`src/rtl/fsu_pkg.sv`:
```
package fsu_pkg;
  localparam int unsigned DATA_W = 8;
  localparam int unsigned WORD_W = DATA_W + 3;

  // idle one, start zero, data LSB first, stop one
  function automatic logic [WORD_W-1:0] make_word(input logic [DATA_W-1:0] d);
    return {1'b1, d, 1'b0, 1'b1};
  endfunction
endpackage

```
`src/rtl/fsu_bit_clk.sv`:
```
module fsu_bit_clk #(
  parameter int unsigned DIV_W = 8
) (
  input  logic             clk_i,
  input  logic             rst_ni,
  input  logic             en_i,
  input  logic [DIV_W-1:0] div_i,
  output logic             tick_o
);
  logic [DIV_W-1:0] half_q;
  logic             phase_q;
  logic             half_end;

  assign half_end = (half_q == div_i);
  assign tick_o   = en_i && half_end && phase_q;

  always_ff @(posedge clk_i or negedge rst_ni) begin
    if (!rst_ni) begin
      half_q  <= '0;
      phase_q <= 1'b0;
    end else if (!en_i) begin
      half_q  <= '0;
      phase_q <= 1'b0;
    end else if (half_end) begin
      half_q  <= '0;
      phase_q <= ~phase_q;
    end else begin
      half_q  <= half_q + 1'b1;
    end
  end
endmodule

```
`src/rtl/fsu_fifo.sv`:
```
module fsu_fifo #(
  parameter int unsigned WIDTH = 8,
  parameter int unsigned DEPTH = 8
) (
  input  logic             clk_i,
  input  logic             rst_ni,
  input  logic             push_i,
  input  logic [WIDTH-1:0] data_i,
  input  logic             pop_i,
  output logic [WIDTH-1:0] data_o,
  output logic             full_o,
  output logic             empty_o
);
  localparam int unsigned AW = (DEPTH > 1) ? $clog2(DEPTH) : 1;
  localparam int unsigned CW = $clog2(DEPTH + 1);

  logic [WIDTH-1:0] mem_q [DEPTH];
  logic [AW-1:0]    wp_q, rp_q;
  logic [CW-1:0]    cnt_q;
  logic             do_push, do_pop;

  assign full_o  = (cnt_q == CW'(DEPTH));
  assign empty_o = (cnt_q == '0);
  assign do_push = push_i && !full_o;
  assign do_pop  = pop_i && !empty_o;
  assign data_o  = mem_q[rp_q];

  function automatic logic [AW-1:0] nxt(input logic [AW-1:0] p);
    return (p == AW'(DEPTH - 1)) ? '0 : p + 1'b1;
  endfunction

  always_ff @(posedge clk_i) begin
    if (do_push) mem_q[wp_q] <= data_i;
  end

  always_ff @(posedge clk_i or negedge rst_ni) begin
    if (!rst_ni) begin
      wp_q  <= '0;
      rp_q  <= '0;
      cnt_q <= '0;
    end else begin
      if (do_push) wp_q <= nxt(wp_q);
      if (do_pop)  rp_q <= nxt(rp_q);
      case ({do_push, do_pop})
        2'b10:   cnt_q <= cnt_q + 1'b1;
        2'b01:   cnt_q <= cnt_q - 1'b1;
        default: cnt_q <= cnt_q;
      endcase
    end
  end
endmodule

```
`src/rtl/fsu_framer.sv`:
```
module fsu_framer
  import fsu_pkg::*;
#(
  parameter int unsigned FS_DIV = 12
) (
  input  logic              clk_i,
  input  logic              rst_ni,
  input  logic              en_i,
  input  logic              tick_i,
  input  logic              fifo_empty_i,
  input  logic [DATA_W-1:0] fifo_data_i,
  output logic              pop_o,
  output logic              txd_o,
  output logic              active_o,
  output logic              underflow_o
);
  localparam int unsigned SLOT_W = $clog2(FS_DIV + 1);
  localparam int unsigned LEFT_W = $clog2(WORD_W + 1);

  logic [WORD_W-1:0] sh_q;
  logic [LEFT_W-1:0] left_q;
  logic [SLOT_W-1:0] slot_q;
  logic              uf_q;
  logic              fsync;

  // frame sync is the tick that closes the last slot; disabled state parks there
  assign fsync       = en_i && tick_i && (slot_q == SLOT_W'(FS_DIV));
  assign pop_o       = fsync && !fifo_empty_i;
  assign txd_o       = sh_q[0];
  assign active_o    = (left_q != '0);
  assign underflow_o = uf_q;

  always_ff @(posedge clk_i or negedge rst_ni) begin
    if (!rst_ni) begin
      sh_q   <= '1;
      left_q <= '0;
      slot_q <= SLOT_W'(FS_DIV);
      uf_q   <= 1'b0;
    end else if (!en_i) begin
      sh_q   <= '1;
      left_q <= '0;
      slot_q <= SLOT_W'(FS_DIV);
    end else if (tick_i) begin
      if (fsync) begin
        slot_q <= '0;
        if (!fifo_empty_i) begin
          sh_q   <= make_word(fifo_data_i);
          left_q <= LEFT_W'(WORD_W);
        end else begin
          sh_q   <= '1;
          left_q <= '0;
          uf_q   <= 1'b1;
        end
      end else begin
        slot_q <= slot_q + 1'b1;
        sh_q   <= {1'b1, sh_q[WORD_W-1:1]};
        if (left_q != '0) left_q <= left_q - 1'b1;
      end
    end
  end
endmodule

```
`src/rtl/fsync_uart_tx.sv`:
```
module fsync_uart_tx
  import fsu_pkg::*;
#(
  parameter int unsigned DIV_W      = 8,
  parameter int unsigned FIFO_DEPTH = 8,
  parameter int unsigned FS_DIV     = 12
) (
  input  logic              clk_i,
  input  logic              rst_ni,
  input  logic              en_i,
  input  logic [DIV_W-1:0]  div_i,
  input  logic              wr_valid_i,
  input  logic [DATA_W-1:0] wr_data_i,
  output logic              txd_o,
  output logic              fifo_full_o,
  output logic              hold_empty_o,
  output logic              underflow_o,
  output logic              tx_busy_o
);
  logic              tick;
  logic              pop;
  logic              empty;
  logic              active;
  logic [DATA_W-1:0] head;

  fsu_bit_clk #(.DIV_W(DIV_W)) u_bclk (
    .clk_i (clk_i),
    .rst_ni(rst_ni),
    .en_i  (en_i),
    .div_i (div_i),
    .tick_o(tick)
  );

  fsu_fifo #(.WIDTH(DATA_W), .DEPTH(FIFO_DEPTH)) u_fifo (
    .clk_i  (clk_i),
    .rst_ni (rst_ni),
    .push_i (wr_valid_i),
    .data_i (wr_data_i),
    .pop_i  (pop),
    .data_o (head),
    .full_o (fifo_full_o),
    .empty_o(empty)
  );

  fsu_framer #(.FS_DIV(FS_DIV)) u_frm (
    .clk_i       (clk_i),
    .rst_ni      (rst_ni),
    .en_i        (en_i),
    .tick_i      (tick),
    .fifo_empty_i(empty),
    .fifo_data_i (head),
    .pop_o       (pop),
    .txd_o       (txd_o),
    .active_o    (active),
    .underflow_o (underflow_o)
  );

  assign hold_empty_o = empty;
  assign tx_busy_o    = active || !empty;
endmodule

```
`config.mk`:
```
export PLATFORM = sky130hd
export DESIGN_NAME = fsync_uart_tx
export DESIGN_NICKNAME = d
export VERILOG_FILES = /design/src/rtl/fsu_pkg.sv /design/src/rtl/fsu_bit_clk.sv /design/src/rtl/fsu_fifo.sv /design/src/rtl/fsu_framer.sv /design/src/rtl/fsync_uart_tx.sv
export SDC_FILE = /design/constraint.sdc
export NUM_CORES = 1
export LEC_CHECK = 0
export ABC_AREA = 1
export BUFFER_PORTS_ARGS = -buffer_cell sky130_fd_sc_hd__clkbuf_2
export CORE_ASPECT_RATIO = 1.1
export CORE_MARGIN = 2
export CORE_UTILIZATION = 30
export CTS_CLUSTER_DIAMETER = 80
export DETAILED_ROUTE_END_ITERATION = 7
export HOLD_SLACK_MARGIN = 0.08
export PLACE_DENSITY = 0.51
export SLEW_MARGIN = 20
export SYNTH_ARGS = -nofsm -noshare
export SYNTH_HDL_FRONTEND = slang
export SYNTH_HIERARCHICAL = 1
export SYNTH_SLANG_ARGS = --single-unit
```
`constraint.sdc`:
```
create_clock -name clk_i -period 2.74 [get_ports clk_i]
set_clock_uncertainty 0.15 [all_clocks]
set_input_delay 0.274 -clock clk_i [delete_from_list [all_inputs] [get_ports clk_i]]
set_output_delay 0.274 -clock clk_i [all_outputs]
set_load 0.05 [all_outputs]
```
---- After elaboration in Yosys (flattened, before gate mapping) ----
Memory sizes are Yosys's and may differ from the RTL's.
Cells that the tools add are included.
word-level totals
  memories ................................ 1
  register bits ........................... 39
  input port bits ......................... 20
  bits in writable memories ............... 64
  output and inout bits ................... 5
operators by class
  mux-type cells .......................... 21
  add/sub/neg operators ................... 7
  bitwise logic cells ..................... 1
  equality and inequality tests ........... 10
  reductions and logical operators ........ 15
memory list
  name          depth  bits a word  rd ports  clocked after Yosys merged registers in  write ports  line            source
  u_fifo.mem_q  8      8            1         0                                        1            fsu_fifo.sv:17  logic [WIDTH-1:0] mem_q [DEPTH];
operators with widths
  kind                   number
  $mux W4                8
  $mux W11               2
  $mux W10               2
  $mux W8                2
  $add A4 B1 Y4 const B  2
  $add A8 B1 Y8 const B  1
  $eq A4 B4 Y1 const B   2
  $eq A8 B8 Y1           1
  $pmux W4 S2            1
  $sub A4 B1 Y4 const B  2
  $logic_and A1 B1 Y1    7
  $add A3 B1 Y3 const B  2
  $eq A3 B3 Y1 const B   2
  $mux W3                2
  $logic_not A4 Y1       1
  $mux W1                4
  $ne A2 B1 Y1 const B   2
  $reduce_and A4 Y1      1
  $reduce_bool A4 Y1     1
  $ne A3 B1 Y1 const B   1
  $eq A2 B1 Y1 const B   1
  $eq A2 B2 Y1 const B   1
  $logic_not A1 Y1       2
  $reduce_and A2 Y1      1
  3 further kinds        3

---- Depth between registers and ports, before layout ----
  word-level depth ........................ 9
  gate-level depth with buffers ........... 22

---- Hierarchy ----
Netlist, hierarchy kept.
modules (own cells, without submodules)
  module         area an instance (um2)  seq. area each (um2)  instances  cells an instance
  fsu_fifo       3281.9                  2172.1                1          301
  fsu_framer     1006.0                  490.5                 1          123
  fsu_bit_clk    553.0                   225.2                 1          78
  fsync_uart_tx  7.5                     0.0                   1          2

---- Least setup slack after synthesis ----
No wires, ideal clock.
  kind .................................... reg2reg
  start ................................... reg u_bclk.half_q[5]
  end ..................................... reg u_fifo.cnt_q[3]
  period minus slack after synthesis ...... 3.035 ns
  required time ........................... 2.473 ns
  setup slack ............................. -0.295 ns
  setup time .............................. 0.117 ns
  data arrival time ....................... 2.768 ns
  path buffers ............................ 1
  cell stages (with the launch flop) ...... 22
  cells stage by stage .................... dfrtp_1 -> inv_1 -> nand2_1 -> nand2_1 -> nand2_1 -> nor2_1 -> nand3_1 -> nor2_1 -> nand2_2 -> nor2_4 -> nand2_2 -> buf_6 -> inv_1 -> nand2_1 -> inv_2 -> ha_1 -> ha_1 -> or2_2 -> nand2_1 -> nand2_1 -> nand3_1 -> nand2_1
on the way
  longest elaborated chain between the ends .. 9
  elaborated cells between the ends (all ways) .. 11
  those cells by class .................... eq/ne (3); mux (1); reduce/logical (7)
RTL lines
  element                                            line                 source
  start, declared                                    fsu_bit_clk.sv:10    logic [DIV_W-1:0] half_q;
  start signal, assigned                             fsu_bit_clk.sv:28    half_q <= half_q + 1'b1;
  $eq A8 B8 Y1 (*)                                   fsu_bit_clk.sv:14    assign half_end = (half_q == div_i);
  $logic_and A1 B1 Y1 (*) (2 in series)              fsu_bit_clk.sv:15    assign tick_o = en_i && half_end && phase_q;
  net tick                                           fsync_uart_tx.sv:20  logic tick;
  $logic_and A1 B1 Y1 (*) (2 in series)              fsu_framer.sv:27     assign fsync = en_i && tick_i && (slot_q == SLOT_W'(FS_DIV));
  $logic_and A1 B1 Y1 (*)                            fsu_framer.sv:28     assign pop_o = fsync && !fifo_empty_i;
  net pop                                            fsync_uart_tx.sv:21  logic pop;
  $logic_and A1 B1 Y1 (*)                            fsu_fifo.sv:25       assign do_pop = pop_i && !empty_o;
  net u_fifo.do_pop                                  fsu_fifo.sv:20       logic do_push, do_pop;
  $eq A2 B1 Y1 or $eq A2 B2 Y1 (tied branches)       fsu_fifo.sv:44       case ({do_push, do_pop})
  $pmux W4 S2 or $reduce_bool A2 Y1 (tied branches)  -
  end signal, assigned                               fsu_fifo.sv:45       2'b10: cnt_q <= cnt_q + 1'b1;
  end signal, assigned                               fsu_fifo.sv:46       2'b01: cnt_q <= cnt_q - 1'b1;
  end signal, assigned                               fsu_fifo.sv:47       default: cnt_q <= cnt_q;
  end, declared                                      fsu_fifo.sv:19       logic [CW-1:0] cnt_q;
Mark *: on every way through the listed nets, which the timed path passes. The rest lies on a longest branch.
A chain may end at the register's enable or synchronous reset.

---- Final worst setup path ----
Ends and elaborated chain as after synthesis.

==> summary.txt <==
Logic synthesis
  – Mapped Avg Cell Area: slightly below 10 um^2
  – Synth top area share: 0.396
  – Most used DFF post-synth: edfxtp_1
  – Post-synthesis instance total: 504
  – Fraction of synthesized area in multiplexers: 0
  – Largest cells by area after synthesis: edfxtp_1, dfrtp_1, nand2_1, dfstp_2, nor2_1
  – Post-synthesis sequential area ratio: 0.596
  – Synthesis warning total: 6
  – Cell taking the most area after synthesis: edfxtp_1
  – Adder-Cell Fraction of Synth Area: 0.0325
  – Simple-Gate Fraction of Synth Area: 0.213
  – Synthesis-stage register bit count: 102
  – Synth Area in Compound Gates: 0.0650
  – Count leader, synth: nand2_1
  – Synth Area in XOR/XNOR: 0.0253
  – Area of the mapped netlist: 4850 um^2
  – Cell variety after synth: 34
  – Ranking of synthesized cells by instance count: nand2_1, edfxtp_1, nor2_1, inv_1, o21ai_0
  – Largest family of logic cells by synthesized area: simple AND/OR/NAND/NOR gates
  – Post-synth EDFFs: 64
  – Share of flip-flops with an asynchronous set or reset: 0.373
  – Mapped Nets: 536

Global route
  – Gr usage total: 0.123
  – Vias in the first global route: 3362
  – Initial antenna violation count: 0
  – First-pass GRT wire length: 16.5 mm
  – Grt total ovfl: 0
  – Pin count of the biggest net entering global routing: 39

Route
  – Drt total wl: approximately 10 mm
  – DRC: 0
  – Total number of vias: about 3400
  – Drt pass-1 iters: 6
  – Drt initial violations: roughly 170
  – WL/cell: 13.0 um
  – DR vias/cell: 4.43
  – Routed Antenna Nets: 0

Floorplanning
  – Rows: 48
  – DIE HEIGHT: 137 um
  – Die area: 17200 um^2
  – I/O pins: 25
  – Starting Density: 0.308
  – Die X-Extent: 125 um
  – CORE AREA: 15700 um^2

STA
  – Worst-Margin Slew: 0.872 ns
  – Final Hold Fails: 0
  – F_max: 0.388 GHz
  – Setup TNS: 0 ns
  – # setup viols final: 0
  – Hold_ws: 0.109 ns
  – Final period utilization: 0.941
  – Relative slew slack: 0.418
  – Fin. max-slew vios: 0
  – Final Critical Period: 2.58 ns

Place
  – Final GP Congestion: 0.738
  – Placed insts: 731
  – Detail Placement HPWL: 6.52 mm
  – Port Buf Inserts: 24

CTS
  – Reg clk slew, reported paths: 0.07 ns
  – Clock buffer count from CTS: 9
  – H-tree depth: 3
  – CTS root buf: clkbuf_16
  – Clock Sinks: 102
  – CTS tree: done
  – Clock Path Buffers: 2
  – Worst-Skew Late Latency: 0.34 ns

Layout
  – Ratio of cells with drive above 1 in the final layout: 0.188
  – Ant diodes: 0
  – Area Growth Syn to Fin: 17.7%
  – Finished Layout Cells: 760
  – Final core utilization: 0.363
  – Nets: 588

Setup path
  – Reg2Reg Depth: 20
  – Critical Setup Path Class: reg2reg
  – Data required, critical path: 2.83 ns
  – Flop2flop setup slack: roughly 0.16 ns
  – Levels on crit path: 20
  – Crit-path cells: inv_2 > nand2_1 > nand2_1 > nand2_1 > nor2_2 > nand3_2 > nor2_4 > nand2_4 > nor2_4 > nand2_2 > inv_2 > nand2_1 > inv_2 > ha_4 > ha_4 > or2_4 > nand2_1 > nand2_1 > nand3_1 > nand2_1
  – Worst r2r src: u_bclk/half_q[5]
  – Top Family by Delay on Critical Path: simple AND/OR/NAND/NOR gates
  – CP Buf/Inv Count: 3
  – Slowest-stage cell, CP: dfrtp_1
  – Critical path peak fanout: 5
  – Most frequent cell on the critical path: nand2_1
  – Critical path arrival: 2.66 ns
  – R2r endpoint: u_fifo/cnt_q[3]
  – Critical Path Sink Type: flip-flop
  – Slowest Stage Delay on Critical Path: 0.40 ns
  – CP Launch Type: flip-flop

Pwr
  – Net Sw Power: 1100 uW
  – Power Internal: 2890 uW
  – Clock Power Share: 0.336
  – Sw frac: 0.275
  – Seq pwr share: 0.490
  – PwrDens: 698 nW/um^2
  – Pleak: approximately 0.0024 uW
  – Power, Total: 3980 uW
  – Comb power frac: 0.175
  – Maximum VDD drop: between 0.0003 and 0.0004 V

Flow run
  – Max-cap violation count: 0

Status
  – Run status: complete, no violations

Worst hold path
  – Worst Hold Class: in2reg
  – WHS Endpoint: u_fifo/wp_q[1]
  – Min-delay src: wr_valid_i
  – Hold depth: 3
-- metrics by stage --
| step | setup slack [ns] | instance area, um^2 |
|---|---|---|
| 2_1_floorplan | 0.000327 | 4890 |
| 3_3_place_gp | 0.123 | 5250 |
| 3_5_place_dp | 0.0484 | 5250 |
| 4_1_cts | 0.0429 | 5650 |
| 5_1_grt | -0.00995 | 5710 |
| 6_report | 0.163 | 5710 |
-- area by class of cell --
cell class                      instances  area (um^2)
Timing Repair Buffer                   55          375
Fill cell                            1627        10000
Sequential cell                       102         2890
Multi-Input combinational cell        340         1690
Tap cell                              200          250
Clock inverter                          6         87.6
Clock buffer                            9          225
Inverter                               48          193
-- logic make-up after synthesis --
group | after synthesis
AND/OR/NAND/NOR | 255
buffers and inverters | 62
flip-flops | 102
XOR/XNOR | 14
AO/OA/AOI/OAI | 59
adder cells (fa/ha/maj) | 12
-- what timing repair did --
action / CTS / global route
setup endpoints to repair: 0 / 3
hold endpoints to repair: 90 / 0
hold buffers: 9 / 0
setup buffers: 0 / 5
gates resized for setup: 0 / 6
-- metal layers --
metal	share of wire	GRT usage	wire (um)	vias up
met1	0.46	0.153	4540	1574
met5	0	0	0	-
met4	0.016	0.0488	156	0
li1	-	-	-	1732
met2	0.49	0.212	4880	51
met3	0.032	0.0252	317	9
-- layout by cell type, fill, tap and decap left out, types with 8 or more instances in the layout --
| master | instances |
|---|---|
| dfstp_2 | 12 |
| nand3_1 | 13 |
| inv_1 | 37 |
| inv_2 | 8 |
| edfxtp_1 | 64 |
| clkbuf_2 | 23 |
| ha_1 | 9 |
| clkbuf_16 | 9 |
| dlygate4sd3_1 | 9 |
| dfrtp_1 | 26 |
| o21ai_0 | 32 |
| nand2_1 | 159 |
| o21ai_1 | 17 |
| buf_4 | 22 |
| nor2_1 | 61 |
-- worst max path at each step --
stage | from | to | slack (ns)
floorplan | u_bclk/half_q[3] | u_fifo/cnt_q[1] | 0.0003
global placement | u_bclk/half_q[6] | u_fifo/cnt_q[1] | 0.12
detailed placement | u_bclk/half_q[0] | u_fifo/cnt_q[1] | 0.05
CTS | u_bclk/half_q[0] | u_fifo/cnt_q[3] | 0.04
global route | u_bclk/half_q[4] | u_fifo/cnt_q[3] | -0.01
finish | u_bclk/half_q[5] | u_fifo/cnt_q[3] | 0.16
-- worst min-delay path, stage by stage --
cell and delay [ns]:
clkbuf_2 0.10, nand2_4 0.11, o21ai_0 0.08
-- sequential cells by signal, indices dropped and copies added, names as in the netlist --
signal / cells
u_frm/sh_q: 10
u_bclk/half_q: 8
u_frm/underflow_o: 1
u_fifo/wp_q: 3
u_fifo/mem_q: 64
u_fifo/cnt_q: 4
u_frm/left_q: 4
u_bclk/phase_q: 1
u_fifo/rp_q: 3
u_frm/slot_q: 4
-- power groups by stage --
stage / Clock [uW] / Sequential (uW) / Combinational, uW
2_1_floorplan: 0 / 1960 / 483
4_1_cts: 1380 / 1950 / 707
6_report: 1340 / 1950 / 696
3_5_place_dp: 0 / 1980 / 693
5_1_grt: 1440 / 1970 / 801
3_3_place_gp: 0 / 1980 / 678
Power figures use the tool's default switching activity.
